[src/rtl/pci_err_pkg.sv]
package pci_err_pkg;
  localparam int NSRC       = 6;
  localparam int SRC_APAR   = 0;
  localparam int SRC_TABORT = 1;
  localparam int SRC_ECC_CE = 2;
  localparam int SRC_ECC_UE = 3;
  localparam int SRC_PERR   = 4;
  localparam int SRC_EXT    = 5;
  typedef logic [NSRC-1:0] src_vec_t;
endpackage

[src/rtl/pci_par_unit.sv]
module pci_par_unit #(
  parameter int AD_W  = 32,
  parameter int CBE_W = 4
) (
  input  logic             clk_i,
  input  logic             rst_ni,
  input  logic [AD_W-1:0]  ad_i,
  input  logic [CBE_W-1:0] cbe_ni,
  input  logic             par_i,
  input  logic             addr_phase_i,
  input  logic             rx_data_i,
  input  logic             drive_par_i,
  input  logic             par_resp_en_i,
  output logic             par_o,
  output logic             par_oe_o,
  output logic             perr_no,
  output logic             perr_oe_o,
  output logic             apar_err_o
);
  localparam int GRP_W = AD_W + CBE_W;

  logic [GRP_W-1:0] grp_q;
  logic             chk_addr_q, chk_data_q;
  logic             par_q, par_oe_q, perr_q;
  logic             bad_par;

  // group parity plus sampled PAR must be even
  assign bad_par = ^{grp_q, par_i};

  always_ff @(posedge clk_i or negedge rst_ni) begin
    if (!rst_ni) begin
      grp_q      <= '0;
      chk_addr_q <= 1'b0;
      chk_data_q <= 1'b0;
      par_q      <= 1'b0;
      par_oe_q   <= 1'b0;
      perr_q     <= 1'b0;
    end else begin
      grp_q      <= {ad_i, cbe_ni};
      chk_addr_q <= addr_phase_i;
      chk_data_q <= rx_data_i;
      par_q      <= ^{ad_i, cbe_ni};
      par_oe_q   <= drive_par_i;
      perr_q     <= chk_data_q & par_resp_en_i & bad_par;
    end
  end

  assign apar_err_o = chk_addr_q & bad_par;
  assign par_o      = par_q;
  assign par_oe_o   = par_oe_q;
  assign perr_no    = ~perr_q;
  assign perr_oe_o  = perr_q;

  p_par_oe_follows_r1: assert property (@(posedge clk_i) disable iff (!rst_ni)
    par_oe_o |-> $past(drive_par_i));
  p_perr_after_data_r2: assert property (@(posedge clk_i) disable iff (!rst_ni)
    !perr_no |-> $past(chk_data_q));
  p_perr_one_clk_r2: assert property (@(posedge clk_i) disable iff (!rst_ni)
    (!perr_no && !rx_data_i) |=> perr_no);
  p_perr_needs_en_r3: assert property (@(posedge clk_i) disable iff (!rst_ni)
    !perr_no |-> $past(par_resp_en_i));
endmodule

[src/rtl/pci_serr_agg.sv]
module pci_serr_agg
  import pci_err_pkg::*;
(
  input  logic     clk_i,
  input  logic     rst_ni,
  input  src_vec_t evt_i,
  input  src_vec_t loc_en_i,
  input  logic     serr_en_i,
  input  src_vec_t status_clr_i,
  output logic     serr_no,
  output logic     serr_oe_o,
  output src_vec_t status_o
);
  src_vec_t qual;
  src_vec_t status_q;
  logic     any_req, serr_q, pend_q;

  for (genvar i = 0; i < NSRC; i++) begin : g_src
    assign qual[i] = evt_i[i] & loc_en_i[i];
    always_ff @(posedge clk_i or negedge rst_ni) begin
      if (!rst_ni) status_q[i] <= 1'b0;
      else         status_q[i] <= qual[i] | (status_q[i] & ~status_clr_i[i]);
    end
    p_status_sticky_r11: assert property (@(posedge clk_i) disable iff (!rst_ni)
      $fell(status_q[i]) |-> $past(status_clr_i[i]));
  end

  assign any_req = serr_en_i & (|qual);

  // one pending bit: arrivals during a pulse merge into one follow-up pulse
  always_ff @(posedge clk_i or negedge rst_ni) begin
    if (!rst_ni) begin
      serr_q <= 1'b0;
      pend_q <= 1'b0;
    end else begin
      serr_q <= serr_en_i & ~serr_q & (any_req | pend_q);
      pend_q <= serr_en_i & serr_q & (pend_q | any_req);
    end
  end

  assign serr_no   = ~serr_q;
  assign serr_oe_o = serr_q;
  assign status_o  = status_q;

  p_serr_global_r4: assert property (@(posedge clk_i) disable iff (!rst_ni)
    !serr_no |-> $past(serr_en_i));
  p_serr_one_clk_r10: assert property (@(posedge clk_i) disable iff (!rst_ni)
    !serr_no |=> serr_no);
  p_tabort_pulse_r5: assert property (@(posedge clk_i) disable iff (!rst_ni)
    (evt_i[SRC_TABORT] && serr_en_i && serr_no) |=> !serr_no);
endmodule

[src/rtl/pci_err_unit.sv]
module pci_err_unit
  import pci_err_pkg::*;
#(
  parameter int AD_W  = 32,
  parameter int CBE_W = 4
) (
  input  logic             clk_i,
  input  logic             rst_ni,
  input  logic [AD_W-1:0]  ad_i,
  input  logic [CBE_W-1:0] cbe_ni,
  input  logic             par_i,
  input  logic             perr_ni,
  input  logic             addr_phase_i,
  input  logic             rx_data_i,
  input  logic             drive_par_i,
  input  logic             ecc_ce_i,
  input  logic             ecc_ue_i,
  input  logic             mst_tabort_i,
  input  logic             ext_serr_i,
  input  logic             par_resp_en_i,
  input  logic             serr_en_i,
  input  logic             apar_serr_en_i,
  input  logic             ecc_mode_i,
  input  logic             ecc_ce_serr_en_i,
  input  logic             ecc_ue_serr_en_i,
  input  logic             perr_serr_en_i,
  input  logic             ext_serr_en_i,
  input  logic [NSRC-1:0]  status_clr_i,
  output logic             par_o,
  output logic             par_oe_o,
  output logic             perr_no,
  output logic             perr_oe_o,
  output logic             serr_no,
  output logic             serr_oe_o,
  output logic [NSRC-1:0]  status_o
);
  logic     apar_err;
  src_vec_t evt, loc_en;

  pci_par_unit #(.AD_W(AD_W), .CBE_W(CBE_W)) u_par (
    .clk_i, .rst_ni, .ad_i, .cbe_ni, .par_i, .addr_phase_i, .rx_data_i,
    .drive_par_i, .par_resp_en_i, .par_o, .par_oe_o, .perr_no, .perr_oe_o,
    .apar_err_o(apar_err)
  );

  always_comb begin
    evt                = '0;
    evt[SRC_APAR]      = apar_err;
    evt[SRC_TABORT]    = mst_tabort_i;
    evt[SRC_ECC_CE]    = ecc_ce_i;
    evt[SRC_ECC_UE]    = ecc_ue_i;
    evt[SRC_PERR]      = ~perr_ni;
    evt[SRC_EXT]       = ext_serr_i;
    loc_en             = '0;
    loc_en[SRC_APAR]   = par_resp_en_i & apar_serr_en_i;
    loc_en[SRC_TABORT] = 1'b1;
    loc_en[SRC_ECC_CE] = ecc_mode_i & ecc_ce_serr_en_i;
    loc_en[SRC_ECC_UE] = ecc_mode_i & ecc_ue_serr_en_i;
    loc_en[SRC_PERR]   = perr_serr_en_i;
    loc_en[SRC_EXT]    = ext_serr_en_i;
  end

  pci_serr_agg u_agg (
    .clk_i, .rst_ni, .evt_i(evt), .loc_en_i(loc_en), .serr_en_i,
    .status_clr_i, .serr_no, .serr_oe_o, .status_o
  );
endmodule

[config.mk]
export PLATFORM = sky130hd
export DESIGN_NAME = pci_err_unit
export DESIGN_NICKNAME = d
export VERILOG_FILES = /design/src/rtl/pci_err_pkg.sv /design/src/rtl/pci_par_unit.sv /design/src/rtl/pci_serr_agg.sv /design/src/rtl/pci_err_unit.sv
export SDC_FILE = /design/constraint.sdc
export NUM_CORES = 1
export LEC_CHECK = 0
export ABC_AREA = 1
export BUFFER_PORTS_ARGS = -buffer_cell sky130_fd_sc_hd__buf_2
export CAP_MARGIN = 15
export CORE_MARGIN = 5
export CORE_UTILIZATION = 52
export CTS_CLUSTER_SIZE = 10
export DETAILED_ROUTE_END_ITERATION = 10
export PLACE_DENSITY_LB_ADDON = 0.1
export SYNTH_ARGS = -nofsm -noshare
export SYNTH_HDL_FRONTEND = slang
export SYNTH_HIERARCHICAL = 1
export SYNTH_SLANG_ARGS = --single-unit
[constraint.sdc]
create_clock -name clk_i -period 2.3 [get_ports clk_i]
set_input_delay 0.345 -clock clk_i [delete_from_list [all_inputs] [get_ports clk_i]]
set_output_delay 0.345 -clock clk_i [all_outputs]
set_load 0.02 [all_outputs]
After elaboration in Yosys (flattened, before gate mapping)
Cells that the tools add are included.
{ "op_classes": {"bitwise_logic": 38, "n_reduce_logical": 3, "multipliers": 0, "div": 0, "shift": 0, "n_eq_ne": 0, "order_cmp": 0, "n_mux": 0, "n_addsub": 0} }
{ "ops": {"columns": ["op", "count"], "rows": [
  ["$reduce_xor 37->1", 1],
  ["$reduce_xor 36->1", 1],
  ["$and 1x1->1", 22],
  ["$not 1->1", 9],
  ["$or 1x1->1", 7],
  ["$reduce_or 6->1", 1]
]} }
{ "word_totals": {"out_inout_bits": 12, "latchBits": 0, "mem_bits_ro": 0, "n_memories": 0, "ff_bits": 49, "ramBits": 0} }

Longest topological paths before layout
Gate-level depths: netlist of the first run.
{ "depth": {"ltp_word": 7, "depth_mapped": 21, "depth_no_buf": 21} }

By module
The synthesis of the first run kept the hierarchy.
{ "by_module_without_submodules": {"columns": ["mod", "instances", "area_per_inst_um2", "cells_per_inst", "seq_area_each_um2"], "rows": [
  ["pci_par_unit", 1, 2296.0, 310, 1026.0],
  ["pci_serr_agg", 1, 326.6, 39, 200.2],
  ["pci_err_unit", 1, 30.0, 8, 0.0]
]} }

Worst setup path after synthesis of the first run
No wires, ideal clock.
{ "synth_path": {"kind": "flip-flop to flip-flop", "start": "register u_par.grp_q[7]", "end": "register u_agg.pend_q", "required_time_ns": 2.223, "period_less_slack_ns": 1.642, "arrival_time_ns": 1.564, "stages_incl_launch_ff": 22, "setup_time_ns": 0.077, "path_slack_ns": 0.658, "path_buffers": 0, "cell_sequence": "dfrtp_1 > nand2_1 > inv_1 > nor2_1 > nand2_1 > nand2_1 > nand2_1 > nand2_1 > nand2_1 > inv_1 > nor2_1 > nand2_1 > nand2_1 > nand2_1 > nand2_1 > nor2_1 > nand2_1 > nand2_1 > inv_1 > nand2_1 > nand2_1 > a21oi_1"} }
{ "synth_between": {"elab_chain_len": 7} }
{ "synth_lines": {"columns": ["element", "line_no", "rtl"], "rows": [
  ["from (decl)", "pci_par_unit.sv:22", "logic [GRP_W-1:0] grp_q;"],
  ["from (signal assigned)", "pci_par_unit.sv:39", "grp_q <= {ad_i, cbe_ni};"],
  ["$reduce_xor 37->1", "pci_par_unit.sv:28", "assign bad_par = ^{grp_q, par_i};"],
  ["$and 1x1->1", "pci_par_unit.sv:48", "assign apar_err_o = chk_addr_q & bad_par;"],
  ["named net apar_err", "pci_err_unit.sv:37", "logic apar_err;"],
  ["$and 1x1->1", "pci_serr_agg.sv:19", "assign qual[i] = evt_i[i] & loc_en_i[i];"],
  ["$reduce_or 6->1", "pci_serr_agg.sv:28", "assign any_req = serr_en_i & (|qual);"],
  ["$and 1x1->1", "pci_serr_agg.sv:28", null],
  ["$or 1x1->1", "pci_serr_agg.sv:37", "pend_q <= serr_en_i & serr_q & (pend_q | any_req);"],
  ["$and 1x1->1", "pci_serr_agg.sv:37", null],
  ["to (signal assigned)", "pci_serr_agg.sv:37", null],
  ["to (decl)", "pci_serr_agg.sv:16", "logic any_req, serr_q, pend_q;"]
]} }
The timed path passes the listed nets, and every way through them passes these cells.

Final worst setup path of the first run
{ "layout_path": {"start": "register u_par.grp_q[7]", "end": "register u_agg.serr_q, in the netlist u_agg/serr_oe_o"} }
{ "layout_between": {"elab_chain_len": 7} }
{ "layout_lines": {"columns": ["element", "line_no", "rtl"], "rows": [
  ["$reduce_xor 37->1", "pci_par_unit.sv:28", null],
  ["$and 1x1->1", "pci_par_unit.sv:48", null],
  ["named net apar_err", "pci_err_unit.sv:37", null],
  ["$and 1x1->1", "pci_serr_agg.sv:19", null],
  ["$reduce_or 6->1", "pci_serr_agg.sv:28", null],
  ["$and 1x1->1", "pci_serr_agg.sv:28", null],
  ["$or 1x1->1", "pci_serr_agg.sv:36", "serr_q <= serr_en_i & ~serr_q & (any_req | pend_q);"],
  ["$and 1x1->1", "pci_serr_agg.sv:36", null],
  ["to (signal assigned)", "pci_serr_agg.sv:36", null],
  ["to (decl)", "pci_serr_agg.sv:16", null]
]} }
The timed path passes the listed nets, and every way through them passes these cells.

==> results of run 1 <==
-- placed cells by master, fill, tap and decap left out, drive strengths merged --
| master | synthesis | final |
|---|---|---|
| nor2 | 7 | 7 |
| nand3 | 5 | 5 |
| clkbuf | 0 | 5 |
| a21oi | 2 | 2 |
| xor2 | 15 | 15 |
| xnor2 | 32 | 32 |
| nand2 | 189 | 189 |
| inv | 50 | 51 |
| conb | 1 | 1 |
| o21ai | 6 | 6 |
| nand3b | 1 | 1 |
| dfrtp | 49 | 49 |
| bufinv | 0 | 2 |
| buf | 0 | 73 |
-- cell families after synthesis --
logic type | Yosys count | synth area share, %
AND/OR/NAND/NOR | 202 | 29.0
buffers and inverters | 50 | 7.08
flip-flops | 49 | 46.2
XOR/XNOR | 47 | 16.1
AO/OA/AOI/OAI | 8 | 1.51
other | 1 | 0.141
-- final cells by class --
class | count | area, µm² | area share [%]
multi-input combinational | 258 | 1240 | 38.0
timing repair buffer | 73 | 380 | 11.7
clock inverter | 3 | 68.8 | 2.11
tap | 70 | 87.6 | 2.69
sequential | 49 | 1230 | 37.6
inverter | 50 | 188 | 5.76
clock buffer | 5 | 68.8 | 2.11
-- worst paths after layout --
path,end,startpoint,depth (start not counted)
max in group asynchronous,u_par/grp_q[30],rst_ni,2
worst min register to register,u_par/perr_oe_o,u_par/chk_data_q,2
worst max-delay path,u_agg/serr_oe_o,u_par/grp_q[7],21
worst max register to register,u_agg/serr_oe_o,u_par/grp_q[7],21
min in group clk_i,u_par/chk_data_q,rx_data_i,1
worst min-delay path,u_par/par_oe_o,rst_ni,2
-- flip-flops by register name, indices dropped and copies added, names as in the netlist --
register / cells
u_par/par_o: 1
u_par/chk_data_q: 1
u_par/chk_addr_q: 1
u_agg/pend_q: 1
u_par/grp_q: 36
u_par/par_oe_o: 1
u_agg/serr_oe_o: 1
u_par/perr_oe_o: 1
u_agg/status_o: 6
-- routing by layer --
layer / vias up / part of all wire (%) / global-route usage, %
met4: 0 / 1.7 / 7.09
met5: - / 0 / 0
li1: 1202 / - / -
met1: 964 / 43 / 19.9
met3: 7 / 8.5 / 4.93
met2: 58 / 47 / 27.7
-- power by group through the flow --
| stage | logic, mW | registers (mW) | clock network, mW |
|---|---|---|---|
| 2_1_floorplan | 0.363 | 0.995 | 0 |
| 3_3_place_gp | 0.551 | 0.969 | 0 |
| 3_5_place_dp | 0.566 | 0.970 | 0 |
| 4_1_cts | 0.569 | 0.953 | 0.751 |
| 5_1_grt | 0.647 | 0.960 | 0.775 |
| 6_report | 0.559 | 0.953 | 0.726 |
-- through the flow --
step / util (%) / setup slack (ns) / cell area (µm²) / std cells / hold slack (ns)
2_1_floorplan: - / 0.658 / 2650 / 357 / 0.0494
3_3_place_gp: 61.9 / 0.460 / 3120 / 500 / 0.347
3_5_place_dp: 61.9 / 0.376 / 3120 / 500 / 0.348
4_1_cts: 64.6 / 0.350 / 3260 / 508 / 0.00802
5_1_grt: 64.6 / 0.0485 / 3260 / 508 / 0.0234
6_report: 64.6 / 0.365 / 3260 / 508 / 0.00458
==> impl_metrics.sql, run 1 <==
INSERT INTO impl_metrics (metric_group, metric, value, unit) VALUES
('status', 'result_of_the_run', 'completed', ''),
('synth', 'ys_dominant_reg_cell', 'sky130_fd_sc_hd__dfrtp_1', ''),
('floorplanning', 'initial_utilization', '52.6', '%'),
('timing', 'grt_setup_unrepaired', 'no', ''),
('routing', 'detailedRoute.firstPassIterationCount', '4', ''),
('cts', 'post_cts_resized', '0', ''),
('synth', 'post_synth.cell_area_avg', '7.43', 'µm²'),
('routing', 'antenna_left', '0', ''),
('routing', 'wire_per_inst', '9.54', 'µm'),
('critical_path', 'crit_path_end_kind', 'register', ''),
('power_and_ir_drop', 'swShare', '29.0', '%'),
('cts', 'cts_root_buf', 'sky130_fd_sc_hd__clkbuf_8', ''),
('power_and_ir_drop', 'power.density', '687', 'nW/µm²'),
('placement', 'placement.io_buffers', '72', ''),
('routing', 'drc_errors', '0', ''),
('grt', 'grt_max_degree', '50', ''),
('grt', 'grt_antenna_before_repair', '0', ''),
('timing', 'tns', '0', 'ns'),
('synth', 'synth_fp_nets', '418', ''),
('floorplanning', 'fp-row-count', '26', ''),
('synth', 'synth_most_common_cell', 'sky130_fd_sc_hd__nand2_1', ''),
('cts', 'numClockSinks', '49', ''),
('synth', 'post-synth-top-area-fraction', '46.2', '%'),
('floorplanning', 'num_io_pins', '73', ''),
('cts', 'tritoncts.num_buffers', '5', ''),
('critical_path', 'cell_at_the_slowest_stage_of_the_critical_path', 'sky130_fd_sc_hd__dfrtp_1', ''),
('timing', 'min_period_over_period', '84.1', '%'),
('timing', 'finalSetupViolCount', '0', ''),
('synth', 'yosys_register_bits', '49', ''),
('critical_path', 'critPathMostFrequentCell', 'sky130_fd_sc_hd__nand2_1', ''),
('critical_path', 'critical_path_required', '2.53', 'ns'),
('finish', 'final_net_count', '498', ''),
('timing', 'min_period', '1.94', 'ns'),
('cts', 'clk_transition_reported_paths', '0.09', 'ns'),
('timing', 'timing.final.max_slew_violations', '0', ''),
('critical_path', 'start_kind', 'register', ''),
('critical_path', 'worst-endpoint-arrival', '2.17', 'ns'),
('floorplanning', 'coreArea', '5040', 'µm²'),
('power_and_ir_drop', 'p_seq_share', '42.6', '%'),
('routing', 'detail_route.wirelength', '4840', 'µm'),
('placement', 'post-dp-hpwl', '4000', 'µm'),
('grt', 'globalRouteTotalUtil', '16.6', '%'),
('power_and_ir_drop', 'switchingPower', '0.649', 'mW'),
('grt', 'grt.overflow.total', '0', ''),
('synth', 'synth.top_cells.by_count', 'sky130_fd_sc_hd__nand2_1, sky130_fd_sc_hd__inv_1, sky130_fd_sc_hd__dfrtp_1', ''),
('floorplanning', 'design.die.area', '6630', 'µm²'),
('run', 'cap_violations', '0', ''),
('timing', 'report.final.hold_viol_count', '0', ''),
('routing', 'num_vias', '2231', ''),
('critical_path', 'criticalPathCategory', 'register to register', ''),
('floorplanning', 'die_w', '81.4', 'µm'),
('synth', 'synthDistinctLibCells', '12', ''),
('synth', 'ys_seq_area_share', '46.2', '%'),
('critical_path', 'timing.critical_path.fanout_max', '3', ''),
('critical_path', 'crit_path_max_incr_delay', '0.41', 'ns'),
('power_and_ir_drop', 'p_int', '1.59', 'mW'),
('cts', 'clk_path_buf_depth', '2', ''),
('synth', 'synth_cells', '357', ''),
('routing', 'detailedRoute.firstIterationViolations', '60', ''),
('finish', 'insertedDiodeCount', '0', ''),
('worst_hold_path', 'min-delay-path-class', 'primary input to asynchronous set/reset pin', ''),
('cts', 'ctsHoldBuffers', '0', ''),
('finish', 'nFillCells', '428', ''),
('power_and_ir_drop', 'power.static_leakage', '1.92', 'nW'),
('synth', 'postSynth.asyncResetShare', '100', '%'),
('critical_path', 'critical_path_buf_inv_count', '3', ''),
('floorplanning', 'chipHeight', '81.4', 'µm'),
('power_and_ir_drop', 'design_power_total', '2.24', 'mW'),
('grt', 'grt_pass1_vias', '2065', ''),
('timing', 'clock-skew-final', '0.00339', 'ns'),
('critical_path', 'path_cells', 'nand2_1, inv_1, nor2_1, nand2_1, nand2_1, nand2_1, nand2_1, nand2_1, inv_1, nor2_1, nand2_1, nand2_1, nand2_1, nand2_1, nor2_1, nand2_1, nand2_1, inv_1, nand2_1, nand2_1, a21oi_1', '');
(Power assumes the default switching activity.)
==> run 2, diff against run 1 <==
clock period = 1.87 ns   (was 2.3 ns; I/O delays follow)
==> run 2 against run 1 <==
Effect of this change: global-route usage increased by 1.1 points; worst hold slack improved by 0.085 ns; flip-flop and latch count unchanged; utilization increased by 0.35 points; combinational power increased by 31%; maximum frequency increased by 4.3%; critical path type unchanged; critical endpoint unchanged.
==> impl_metrics.sql, run 2 (synthesized netlist as in run 1, its figures left out) <==
INSERT INTO impl_metrics (metric_group, metric, value, unit) VALUES
('power_and_ir_drop', 'design_power_total', '2.52', 'mW'),
('floorplanning', 'fp-row-count', '26', ''),
('critical_path', 'regToRegStartpoint', 'u_par/grp_q[1]', ''),
('timing', 'maxClockFrequency', '539', 'MHz'),
('floorplanning', 'coreArea', '5040', 'µm²'),
('floorplanning', 'design.die.area', '6630', 'µm²'),
('floorplanning', 'num_io_pins', '73', ''),
('routing', 'antenna_left', '0', ''),
('cts', 'h-tree-depth', '2', ''),
('cts', 'clk_path_buf_depth', '2', ''),
('grt', 'globalRouteTotalUtil', '17.7', '%'),
('routing', 'detail_route.wirelength', '5310', 'µm'),
('routing', 'num_vias', '2293', ''),
('critical_path', 'criticalPathCategory', 'register to register', ''),
('cts', 'tritoncts', 'done', ''),
('power_and_ir_drop', 'worst_ir_drop_on_vdd', '0.000463', 'V'),
('grt', 'grt_pass1_wl', '9090', 'µm'),
('timing', 'relSlewSlack', '64.2', '%'),
('placement', 'gpl.final_weighted_congestion', '0.800', ''),
('routing', 'wire_per_inst', '10.4', 'µm'),
('timing', 'report.final.hold_viol_count', '0', ''),
('power_and_ir_drop', 'p_seq_share', '46.7', '%'),
('worst_hold_path', 'min-delay-path-class', 'primary input to register', ''),
('timing', 'fin_hold_ws', '0.0897', 'ns'),
('placement', 'placement.setup.worst_slack', '-0.0455', 'ns'),
('power_and_ir_drop', 'combPwrFrac', '29.0', '%'),
('grt', 'grt.overflow.total', '0', ''),
('critical_path', 'critical_path_required', '2.10', 'ns'),
('timing', 'grt_setup_unrepaired', 'yes', ''),
('power_and_ir_drop', 'power.density', '768', 'nW/µm²'),
('timing', 'final_ws_setup', '0.0142', 'ns'),
('finish', 'insertedDiodeCount', '0', ''),
('placement', 'post-dp-hpwl', '4350', 'µm'),
('critical_path', 'worst-endpoint-arrival', '2.08', 'ns'),
('cts', 'clk_transition_reported_paths', '0.09', 'ns'),
('floorplanning', 'initial_utilization', '52.6', '%'),
('placement', 'placement.io_buffers', '72', ''),
('critical_path', 'reg2reg_depth', '21', ''),
('timing', 'tightest_slew', '0.537', 'ns'),
('finish', 'largest-register', 'u_par/grp_q', ''),
('cts', 'tritoncts.num_buffers', '5', ''),
('timing', 'min_period', '1.86', 'ns'),
('timing', 'timing.final.max_slew_violations', '0', ''),
('cts', 'worstSkewPairLatency', '0.29', 'ns'),
('timing', 'clock-skew-final', '0.00541', 'ns'),
('critical_path', 'worst_setup_path_startpoint', 'u_par/grp_q[1]', ''),
('finish', 'largest_register_ff_count', '36', ''),
('power_and_ir_drop', 'swShare', '32.6', '%'),
('routing', 'detailedRoute.firstPassIterationCount', '4', ''),
('status', 'result_of_the_run', 'completed', ''),
('finish', 'most-common-layout-cells', 'sky130_fd_sc_hd__nand2_1, sky130_fd_sc_hd__buf_2, sky130_fd_sc_hd__dfrtp_1', ''),
('critical_path', 'capture_point_of_the_critical_path', 'u_agg/serr_oe_o', ''),
('cts', 'numClockSinks', '49', ''),
('critical_path', 'start_kind', 'register', ''),
('power_and_ir_drop', 'p_clk_share', '24.3', '%'),
('finish', 'flow.area_growth_from_synthesis', '23.5', '%'),
('cts', 'cts_root_buf', 'sky130_fd_sc_hd__clkbuf_8', ''),
('floorplanning', 'chipHeight', '81.4', 'µm'),
('floorplanning', 'die_w', '81.4', 'µm'),
('routing', 'detailedRoute.firstIterationViolations', '43', ''),
('grt', 'grt_pass1_vias', '2337', ''),
('run', 'cap_violations', '0', ''),
('finish', 'layout_commonest_cell', 'sky130_fd_sc_hd__nand2_1', ''),
('finish', 'final_net_count', '500', ''),
('grt', 'grt_max_degree', '28', ''),
('finish', 'drive_above_1_share', '22.3', '%'),
('grt', 'grt_antenna_before_repair', '0', ''),
('power_and_ir_drop', 'power.static_leakage', '1.91', 'nW'),
('critical_path', 'ff2ff_setup_slack', '0.01', 'ns'),
('critical_path', 'timing.critical_path.fanout_max', '3', ''),
('timing', 'finalSetupViolCount', '0', ''),
('power_and_ir_drop', 'switchingPower', '0.819', 'mW'),
('power_and_ir_drop', 'p_int', '1.70', 'mW'),
('routing', 'post_drt_via_cell_ratio', '4.50', ''),
('routing', 'drc_errors', '0', ''),
('timing', 'min_period_over_period', '99.2', '%'),
('critical_path', 'worstReg2RegEnd', 'u_agg/serr_oe_o', ''),
('critical_path', 'crit_path_end_kind', 'register', '');
[run 2: cell types whose count changed in the layout (fill, tap and decap cells not counted), moves of 3 or more]
| cell | change |
|---|---|
| sky130_fd_sc_hd__nand2_2 | +4 |
| sky130_fd_sc_hd__inv_1 | -4 |
| sky130_fd_sc_hd__nor2_2 | +3 |
| sky130_fd_sc_hd__inv_2 | +4 |
| sky130_fd_sc_hd__nor2_1 | -3 |
| sky130_fd_sc_hd__nand2_1 | -4 |
[run 2: metal layers]
| layer | vias to the layer above | global-route usage [%] | share of wire, % |
|---|---|---|---|
| li1 | 1201 | - | - |
| met1 | 1016 | 19.6 | 42 |
| met2 | 67 | 32.7 | 49 |
| met3 | 9 | 5.04 | 7.3 |
| met4 | 0 | 5.57 | 1.4 |
| met5 | - | 0 | 0 |
[run 2: power groups by stage]
| stage | combinational [mW] | sequential (mW) | clock (mW) |
|---|---|---|---|
| 2_1_floorplan | 0.446 | 1.22 | 0 |
| 3_3_place_gp | 0.679 | 1.19 | 0 |
| 3_5_place_dp | 0.705 | 1.19 | 0 |
| 4_1_cts | 0.717 | 1.17 | 0.631 |
| 5_1_grt | 0.831 | 1.18 | 0.669 |
| 6_report | 0.730 | 1.18 | 0.610 |
[run 2: repair_timing]
action                                 in CTS  in global routing
gates cloned                                0                  0
endpoints found under the hold margin      22                  0
hold buffers                                1                  0
setup buffers                               0                  1
resized for setup                           5                 11
pin swaps                                   4                  1
setup endpoints to repair                   2                  3
[run 2: how the worst min path moves through the flow]
stage / startpoint / endpoint / slack [ns] / depth (start not counted)
5_1_grt: drive_par_i / u_par/par_oe_o / 0.08 / 1
3_3_place_gp: rst_ni / u_par/par_oe_o / 0.28 / 1
2_1_floorplan: rst_ni / u_agg/pend_q / -0.02 / 0
3_5_place_dp: rst_ni / u_agg/status_o[5] / 0.29 / 1
4_1_cts: addr_phase_i / u_par/chk_addr_q / 0.09 / 1
6_report: rx_data_i / u_par/chk_data_q / 0.09 / 1
[run 2: critical path, cell delays in order, from the launching register on]
cell	delay, ns
sky130_fd_sc_hd__dfrtp_1	0.39
sky130_fd_sc_hd__inv_1	0.08
sky130_fd_sc_hd__nand2_1	0.06
sky130_fd_sc_hd__nand2_1	0.09
sky130_fd_sc_hd__nand2_1	0.06
sky130_fd_sc_hd__nand2_1	0.09
sky130_fd_sc_hd__nand2_1	0.06
sky130_fd_sc_hd__nand2_1	0.08
sky130_fd_sc_hd__nand2_1	0.07
sky130_fd_sc_hd__inv_1	0.06
sky130_fd_sc_hd__nor2_2	0.04
sky130_fd_sc_hd__nand2_1	0.07
sky130_fd_sc_hd__nand2_1	0.05
sky130_fd_sc_hd__nand2_1	0.06
sky130_fd_sc_hd__nand2_2	0.07
sky130_fd_sc_hd__nor2_2	0.07
sky130_fd_sc_hd__nand2_1	0.07
sky130_fd_sc_hd__nand2_1	0.06
sky130_fd_sc_hd__inv_1	0.03
sky130_fd_sc_hd__nand2_1	0.05
sky130_fd_sc_hd__nand2_1	0.06
sky130_fd_sc_hd__a21oi_1	0.12
[run 2: layout make-up]
class	instances	area, µm²
Fill cell	448	1770
Multi-Input combinational cell	258	1290
Sequential cell	49	1230
Timing Repair Buffer	75	398
Inverter	50	188
Tap cell	70	87.6
Clock buffer	5	68.8
Clock inverter	2	16.3
[run 2: per-stage QoR]
step	cell area (µm²)	instances	utilization (%)	TNS [ns]
after detailed placement	3120	500	61.9	-0.0665
final	3280	509	65.0	0
after global routing	3280	509	65.0	-0.485
after floorplan	2650	357	-	0
after global placement	3120	500	61.9	0
after CTS	3240	508	64.2	-0.00433
